**src/rtl/lux_i2c_pkg.sv**
```systemverilog
package lux_i2c_pkg;
  localparam int BYTE_W = 8;
  localparam int PTR_W  = 3;
  localparam int RW_REGS = 4;

  typedef enum logic [3:0] {
    ST_IDLE,
    ST_ADDR,
    ST_ADDR_ACK,
    ST_PTR,
    ST_PTR_ACK,
    ST_WDATA,
    ST_WDATA_ACK,
    ST_RDATA,
    ST_IGNORE
  } eng_state_e;
endpackage

```
**src/rtl/lux_bus_sync.sv**
```systemverilog
module lux_bus_sync #(
  parameter int SYNC_STAGES = 2
) (
  input  logic clk,
  input  logic rst_n,
  input  logic scl_i,
  input  logic sda_i,
  output logic sda_lvl,
  output logic scl_rise,
  output logic scl_fall,
  output logic start_det,
  output logic stop_det
);
  localparam int TOP = SYNC_STAGES - 1;

  logic [TOP:0] scl_pipe, sda_pipe;
  logic         scl_prev, sda_prev;

  generate
    if (SYNC_STAGES == 1) begin : g_single
      always_ff @(posedge clk) begin
        if (!rst_n) begin
          scl_pipe <= '1;
          sda_pipe <= '1;
        end else begin
          scl_pipe[0] <= scl_i;
          sda_pipe[0] <= sda_i;
        end
      end
    end else begin : g_chain
      always_ff @(posedge clk) begin
        if (!rst_n) begin
          scl_pipe <= '1;
          sda_pipe <= '1;
        end else begin
          scl_pipe <= {scl_pipe[TOP-1:0], scl_i};
          sda_pipe <= {sda_pipe[TOP-1:0], sda_i};
        end
      end
    end
  endgenerate

  always_ff @(posedge clk) begin
    if (!rst_n) begin
      scl_prev <= 1'b1;
      sda_prev <= 1'b1;
    end else begin
      scl_prev <= scl_pipe[TOP];
      sda_prev <= sda_pipe[TOP];
    end
  end

  // Level changes of the synchronised lines; start/stop need SCL high on both samples
  assign sda_lvl   = sda_pipe[TOP];
  assign scl_rise  = scl_pipe[TOP] & ~scl_prev;
  assign scl_fall  = ~scl_pipe[TOP] & scl_prev;
  assign start_det = scl_pipe[TOP] & scl_prev & sda_prev & ~sda_pipe[TOP];
  assign stop_det  = scl_pipe[TOP] & scl_prev & ~sda_prev & sda_pipe[TOP];
endmodule

```
**src/rtl/lux_i2c_engine.sv**
```systemverilog
module lux_i2c_engine
  import lux_i2c_pkg::*;
#(
  parameter logic [6:0] DEV_ADDR = 7'h44
) (
  input  logic              clk,
  input  logic              rst_n,
  input  logic              sda_lvl,
  input  logic              scl_rise,
  input  logic              scl_fall,
  input  logic              start_det,
  input  logic              stop_det,
  input  logic [BYTE_W-1:0] rd_data,
  output logic [PTR_W-1:0]  reg_ptr,
  output logic              wr_en,
  output logic [BYTE_W-1:0] wr_data,
  output logic              sda_pull,
  output logic              quiet
);
  localparam int CNT_W = $clog2(BYTE_W);
  localparam logic [CNT_W-1:0] LAST_BIT = CNT_W'(BYTE_W - 1);

  eng_state_e        state;
  logic [CNT_W-1:0]  bit_cnt;
  logic              byte_full;
  logic              rd_mode;
  logic [BYTE_W-1:0] rx_shift;
  logic [BYTE_W-1:0] tx_shift;

  assign quiet = (state == ST_IDLE) || (state == ST_IGNORE);

  always_ff @(posedge clk) begin
    if (!rst_n) begin
      state     <= ST_IDLE;
      bit_cnt   <= '0;
      byte_full <= 1'b0;
      rd_mode   <= 1'b0;
      rx_shift  <= '0;
      tx_shift  <= '0;
      reg_ptr   <= '0;
      wr_en     <= 1'b0;
      wr_data   <= '0;
      sda_pull  <= 1'b0;
    end else begin
      wr_en <= 1'b0;
      if (stop_det) begin
        state    <= ST_IDLE;
        sda_pull <= 1'b0;
      end else if (start_det) begin
        state     <= ST_ADDR;
        bit_cnt   <= '0;
        byte_full <= 1'b0;
        sda_pull  <= 1'b0;
      end else begin
        case (state)
          ST_ADDR, ST_PTR, ST_WDATA: begin
            if (scl_rise && !byte_full) begin
              rx_shift <= {rx_shift[BYTE_W-2:0], sda_lvl};
              bit_cnt  <= bit_cnt + 1'b1;
              if (bit_cnt == LAST_BIT) byte_full <= 1'b1;
            end else if (scl_fall && byte_full) begin
              byte_full <= 1'b0;
              bit_cnt   <= '0;
              case (state)
                ST_ADDR: begin
                  if (rx_shift[BYTE_W-1:1] == DEV_ADDR) begin
                    rd_mode  <= rx_shift[0];
                    sda_pull <= 1'b1;
                    state    <= ST_ADDR_ACK;
                  end else begin
                    state <= ST_IGNORE;
                  end
                end
                ST_PTR: begin
                  reg_ptr  <= rx_shift[PTR_W-1:0];
                  sda_pull <= 1'b1;
                  state    <= ST_PTR_ACK;
                end
                default: begin
                  wr_en    <= 1'b1;
                  wr_data  <= rx_shift;
                  sda_pull <= 1'b1;
                  state    <= ST_WDATA_ACK;
                end
              endcase
            end
          end
          ST_ADDR_ACK: begin
            if (scl_fall) begin
              if (rd_mode) begin
                tx_shift <= rd_data;
                bit_cnt  <= '0;
                sda_pull <= ~rd_data[BYTE_W-1];
                state    <= ST_RDATA;
              end else begin
                sda_pull <= 1'b0;
                state    <= ST_PTR;
              end
            end
          end
          ST_PTR_ACK: begin
            if (scl_fall) begin
              sda_pull <= 1'b0;
              state    <= ST_WDATA;
            end
          end
          ST_WDATA_ACK: begin
            if (scl_fall) begin
              sda_pull <= 1'b0;
              state    <= ST_IGNORE;
            end
          end
          ST_RDATA: begin
            if (scl_fall) begin
              if (bit_cnt == LAST_BIT) begin
                sda_pull <= 1'b0;
                state    <= ST_IGNORE;
              end else begin
                tx_shift <= {tx_shift[BYTE_W-2:0], 1'b0};
                sda_pull <= ~tx_shift[BYTE_W-2];
                bit_cnt  <= bit_cnt + 1'b1;
              end
            end
          end
          default: sda_pull <= 1'b0;
        endcase
      end
    end
  end
endmodule

```
**src/rtl/lux_regfile.sv**
```systemverilog
module lux_regfile
  import lux_i2c_pkg::*;
#(
  parameter int EXT_BIT = 5
) (
  input  logic              clk,
  input  logic              rst_n,
  input  logic              wr_en,
  input  logic [PTR_W-1:0]  reg_ptr,
  input  logic [BYTE_W-1:0] wr_data,
  input  logic [2*BYTE_W-1:0] sample_i,
  input  logic [2*BYTE_W-1:0] timer_i,
  output logic [BYTE_W-1:0] rw_q [RW_REGS],
  output logic [BYTE_W-1:0] rd_data,
  output logic              ext_sync_o
);
  generate
    for (genvar g = 0; g < RW_REGS; g++) begin : g_reg
      always_ff @(posedge clk) begin
        if (!rst_n) rw_q[g] <= '0;
        else if (wr_en && reg_ptr == PTR_W'(g)) rw_q[g] <= wr_data;
      end
    end
  endgenerate

  always_ff @(posedge clk) begin
    if (!rst_n) ext_sync_o <= 1'b0;
    else ext_sync_o <= wr_en && (reg_ptr == '0) && wr_data[EXT_BIT];
  end

  always_comb begin
    case (reg_ptr)
      3'd0:    rd_data = rw_q[0];
      3'd1:    rd_data = rw_q[1];
      3'd2:    rd_data = rw_q[2];
      3'd3:    rd_data = rw_q[3];
      3'd4:    rd_data = sample_i[BYTE_W-1:0];
      3'd5:    rd_data = sample_i[2*BYTE_W-1:BYTE_W];
      3'd6:    rd_data = timer_i[BYTE_W-1:0];
      default: rd_data = timer_i[2*BYTE_W-1:BYTE_W];
    endcase
  end
endmodule

```
**src/rtl/lux_i2c_target.sv**
```systemverilog
module lux_i2c_target
  import lux_i2c_pkg::*;
#(
  parameter logic [6:0] DEV_ADDR    = 7'h44,
  parameter int         SYNC_STAGES = 2,
  parameter int         EXT_BIT     = 5
) (
  input  logic        clk,
  input  logic        rst_n,
  input  logic        scl_i,
  input  logic        sda_i,
  output logic        sda_pull_o,
  output logic [7:0]  cmd_q,
  output logic [7:0]  ctl_q,
  output logic [7:0]  thr_hi_q,
  output logic [7:0]  thr_lo_q,
  input  logic [15:0] sample_i,
  input  logic [15:0] timer_i,
  output logic        ext_sync_o
);
  logic              sda_lvl, scl_rise, scl_fall, start_det, stop_det;
  logic [PTR_W-1:0]  reg_ptr;
  logic              wr_en;
  logic [BYTE_W-1:0] wr_data;
  logic [BYTE_W-1:0] rd_data;
  logic              eng_quiet;
  logic [BYTE_W-1:0] rw_q [RW_REGS];

  lux_bus_sync #(.SYNC_STAGES(SYNC_STAGES)) u_sync (
    .clk(clk), .rst_n(rst_n), .scl_i(scl_i), .sda_i(sda_i),
    .sda_lvl(sda_lvl), .scl_rise(scl_rise), .scl_fall(scl_fall),
    .start_det(start_det), .stop_det(stop_det)
  );

  lux_i2c_engine #(.DEV_ADDR(DEV_ADDR)) u_engine (
    .clk(clk), .rst_n(rst_n), .sda_lvl(sda_lvl),
    .scl_rise(scl_rise), .scl_fall(scl_fall),
    .start_det(start_det), .stop_det(stop_det),
    .rd_data(rd_data), .reg_ptr(reg_ptr), .wr_en(wr_en),
    .wr_data(wr_data), .sda_pull(sda_pull_o), .quiet(eng_quiet)
  );

  lux_regfile #(.EXT_BIT(EXT_BIT)) u_regs (
    .clk(clk), .rst_n(rst_n), .wr_en(wr_en), .reg_ptr(reg_ptr),
    .wr_data(wr_data), .sample_i(sample_i), .timer_i(timer_i),
    .rw_q(rw_q), .rd_data(rd_data), .ext_sync_o(ext_sync_o)
  );

  assign cmd_q    = rw_q[0];
  assign ctl_q    = rw_q[1];
  assign thr_hi_q = rw_q[2];
  assign thr_lo_q = rw_q[3];
endmodule

```
**config.mk**
```make
export PLATFORM = sky130hd
export DESIGN_NAME = lux_i2c_target
export DESIGN_NICKNAME = d
export VERILOG_FILES = /design/src/rtl/lux_i2c_pkg.sv /design/src/rtl/lux_bus_sync.sv /design/src/rtl/lux_i2c_engine.sv /design/src/rtl/lux_regfile.sv /design/src/rtl/lux_i2c_target.sv
export SDC_FILE = /design/constraint.sdc
export NUM_CORES = 1
export LEC_CHECK = 0
export BUFFER_PORTS_ARGS = -buffer_cell sky130_fd_sc_hd__buf_2
export CORE_AREA = 2 2 101 103
export CTS_CLUSTER_DIAMETER = 60
export DETAILED_ROUTE_END_ITERATION = 10
export DIE_AREA = 0 0 103 105
export PLACE_DENSITY = 0.56
export SETUP_SLACK_MARGIN = 0.02
export SLEW_MARGIN = 15
export SYNTH_ARGS = -nofsm -noshare
export SYNTH_HDL_FRONTEND = slang
export SYNTH_SLANG_ARGS = --single-unit
```
**constraint.sdc**
```tcl
create_clock -name clk -period 2.04 [get_ports clk]
set_input_delay 0.408 -clock clk [delete_from_list [all_inputs] [get_ports clk]]
set_output_delay 0.408 -clock clk [all_outputs]
set_load 0.01 [all_outputs]
```
==> qor.yml <==
outcome: "finished clean"
cts_tree: "built"
dr_wl_met2_microns: 4840
syn2layout_area_growth_pct: 18.93
ys_seq_area_share_pct: 40.25
wirelength_microns: 10610
drt-initial-drc-count: 183
crit_required_ps: 2310
multi_input_area_sq_mm: 0.002086
ctsHoldBuffers: 0
drt-met1-wl_microns: 5180
final_common_cell: "dfxtp_1"
arrival_ps: 2170
yosysWarningCount: 0
top_layer: "met4"
utilization_pct: 46.64
maxSlewHeadroom_pct: 52.89
synth_top_area_cell: "dfxtp_1"
drc: 0
wl_per_cell_microns: 16.52
crit_slowest_cell: "dfxtp_1"
grt_first_pass_wirelength_microns: 17320
worstMarginPinSlew_ps: 704.0
whs_ps: 241.0
pwr-share-comb_pct: 4.6
core_sq_mm: 0.009639
cap_violations: 0
vdd_drop_max_uv: 432.1
io_buffers: 69
mostFrequentLayoutCells: "76 x dfxtp_1, 69 x buf_2, 56 x nand2_1, 42 x nor2_1, 40 x mux2i_1"
dieArea_sq_mm: 0.01082
synth_edf_count: 0
hold_viol: 0
grt_pass1_vias: 3327
hpwl_microns: 7941
dr_wl_met3_microns: 480
cts_num_sinks: 76
ctsHtreeMaxLevel: 3
crit_type: "flip-flop to flip-flop"
pwr-share-seq_pct: 52.8
core.rowCount: 36
critPathBufInv: 0
powerDensity_mw_per_mm2: 630.8
grtUsageTotal_pct: 20.44
dominantRegCellSynth: "dfxtp_1"
cp-end-kind: "flip-flop"
rsz0062_at_grt: "yes"
period_minus_slack_ps: 1895
antenna_cells: 0
syn_inst: 437
initial_core_util_pct: 39.21
cp_max_fo: 7
tns_ps: 0
p_sw_w: 0.0006479
clk_pin_slew_ps: 80
grt_max_degree: 31
layout-drive-gt1-share_pct: 23.18
cpLargestDelayFamily: "compound AO/OA/AOI/OAI gates"
crit_chain: "ha_1, ha_1, nand3_1, o311a_1, and2_1, o221ai_1, a21boi_0"
overflow: 0
die_w_microns: 103
startpoint_type: "flip-flop"
skew_ps: 13.70
min_period_over_period_pct: 92.90
setup_viol: 0
cp_slowest_stage_delay_ps: 330
cts_root_buf: "clkbuf_8"
crit_path_frequent_cell: "ha_1"
nets: 542
final-seq-area_sq_mm: 0.001521
synth_top_area_share_pct: 40.25
setup_slack_ps: 144.8
cts_buffer_depth: 2
synth_cell_types: 58
switching_share_pct: 22.84
drv_slew: 0
dp_slack_ps: 112.1
p_leak_nw: 1.843
fp.dieH_microns: 105
num_vias: 3364
worstHoldPathType: "input port to flip-flop"
ios: 70
max_freq_mhz: 527.7
netlist_area_sq_mm: 0.003780
avgSynthCellArea_sq_um: 8.650
synth.area.top_cells: "dfxtp_1 40%, mux2i_1 11%, nand2_1 5.6%, nor2_1 4.2%, nor2b_1 3.6%"
dr.pass1.iters: 5
synth_fp_nets: 475
clk_latency_ps: 350
async_reset_ff_share_pct: 0
fill_cells: 1000
place.gp.congestion: 0.8613
ys_ff_latch: 76
cts_buffers: 9
viasPerCell: 5.240
internal-power_w: 0.002188
power.clock.fraction_pct: 42.6
ant_nets: 0
grt_antenna_before_repair: 0
[power groups by stage]
stage	logic [W]	registers, W	clock network [W]
final	0.000130	0.00150	0.00121
after global routing	0.000142	0.00150	0.00131
after CTS	0.000130	0.00150	0.00124
after detailed placement	0.000129	0.00153	0
after global placement	0.000131	0.00153	0
after floorplan	0.0000711	0.00153	0
[cell families after synthesis]
group           Yosys count  share of synthesized area [%]
simple gates            168                          22.01
compound gates          106                          19.13
flops                    76                          40.25
mux                      45                          12.48
buf+inv                  37                          4.766
xor+xnor                  3                         0.6953
fa+ha+maj                 2                         0.6619
[worst paths after layout]
kind                            slack [ps]  cells after the start                             start                           endpoint
worst min register to register         410                      1     u_sync.sda_pipe[0]$_SDFF_PN1_      u_sync.sda_pipe[1]$_SDFF_PN1_
worst max-delay path                   140                      7  u_engine.bit_cnt[0]$_SDFFE_PN0P_  u_engine.tx_shift[1]$_SDFFE_PN0P_
worst min-delay path                   240                      2                             sda_i      u_sync.sda_pipe[0]$_SDFF_PN1_
worst max register to register         140                      7  u_engine.bit_cnt[0]$_SDFFE_PN0P_  u_engine.tx_shift[1]$_SDFFE_PN0P_
[synth_stat cells, drive strengths merged, types with 3 or more instances]
cell     number
dfxtp        76
nand2        56
nor2         43
mux2i        40
a21oi        25
nor2b        22
o21ai        17
buf          15
clkbuf       15
a22oi        13
nand2b       13
inv           7
nand3         7
o211ai        7
and3          6
o221ai        6
o22ai         6
nor3b         5
a21boi        4
mux2          4
nor3          4
o21a          4
o2bb2ai       4
and2          3
or2           3
[what timing repair did]
item / 4_1_cts / 5_1_grt
gates resized for setup: 0 / 2
setup endpoints to repair: 0 / 5
buffers inserted: 0 / 0
[area by class of cell]
type	instances	area share (%)
clock buffer	12	3.451
clock inverter	4	1.225
inverter	7	0.5845
multi-input combinational	324	46.40
sequential	76	33.84
tap	133	3.702
timing repair buffer	86	10.80
[through the flow]
step           cell area (sq um)  power [W]  cells
2_1_floorplan               3780   0.001596    437
3_3_place_gp                4278   0.001662    626
3_5_place_dp                4278   0.001661    626
4_1_cts                     4488   0.002867    642
5_1_grt                     4496   0.002951    642
6_report                    4496   0.002836    642
[routing by layer]
metal  up-vias  GRT usage (%)
li1       1687              -
met1      1591          29.47
met2        77          31.22
met3         9          4.147
met4         0          4.699
met5         -              0
[flip-flops by register name, summed over array words and instances, names as in the netlist, 2 cells and up]
signal             count
u_engine.bit_cnt       3
u_engine.reg_ptr       3
u_engine.rx_shift      8
u_engine.state         4
u_engine.tx_shift      7
u_engine.wr_data       8
u_regs.rw_q           32
u_sync.scl_pipe        2
u_sync.sda_pipe        2
Power figures use the tool's default switching activity.
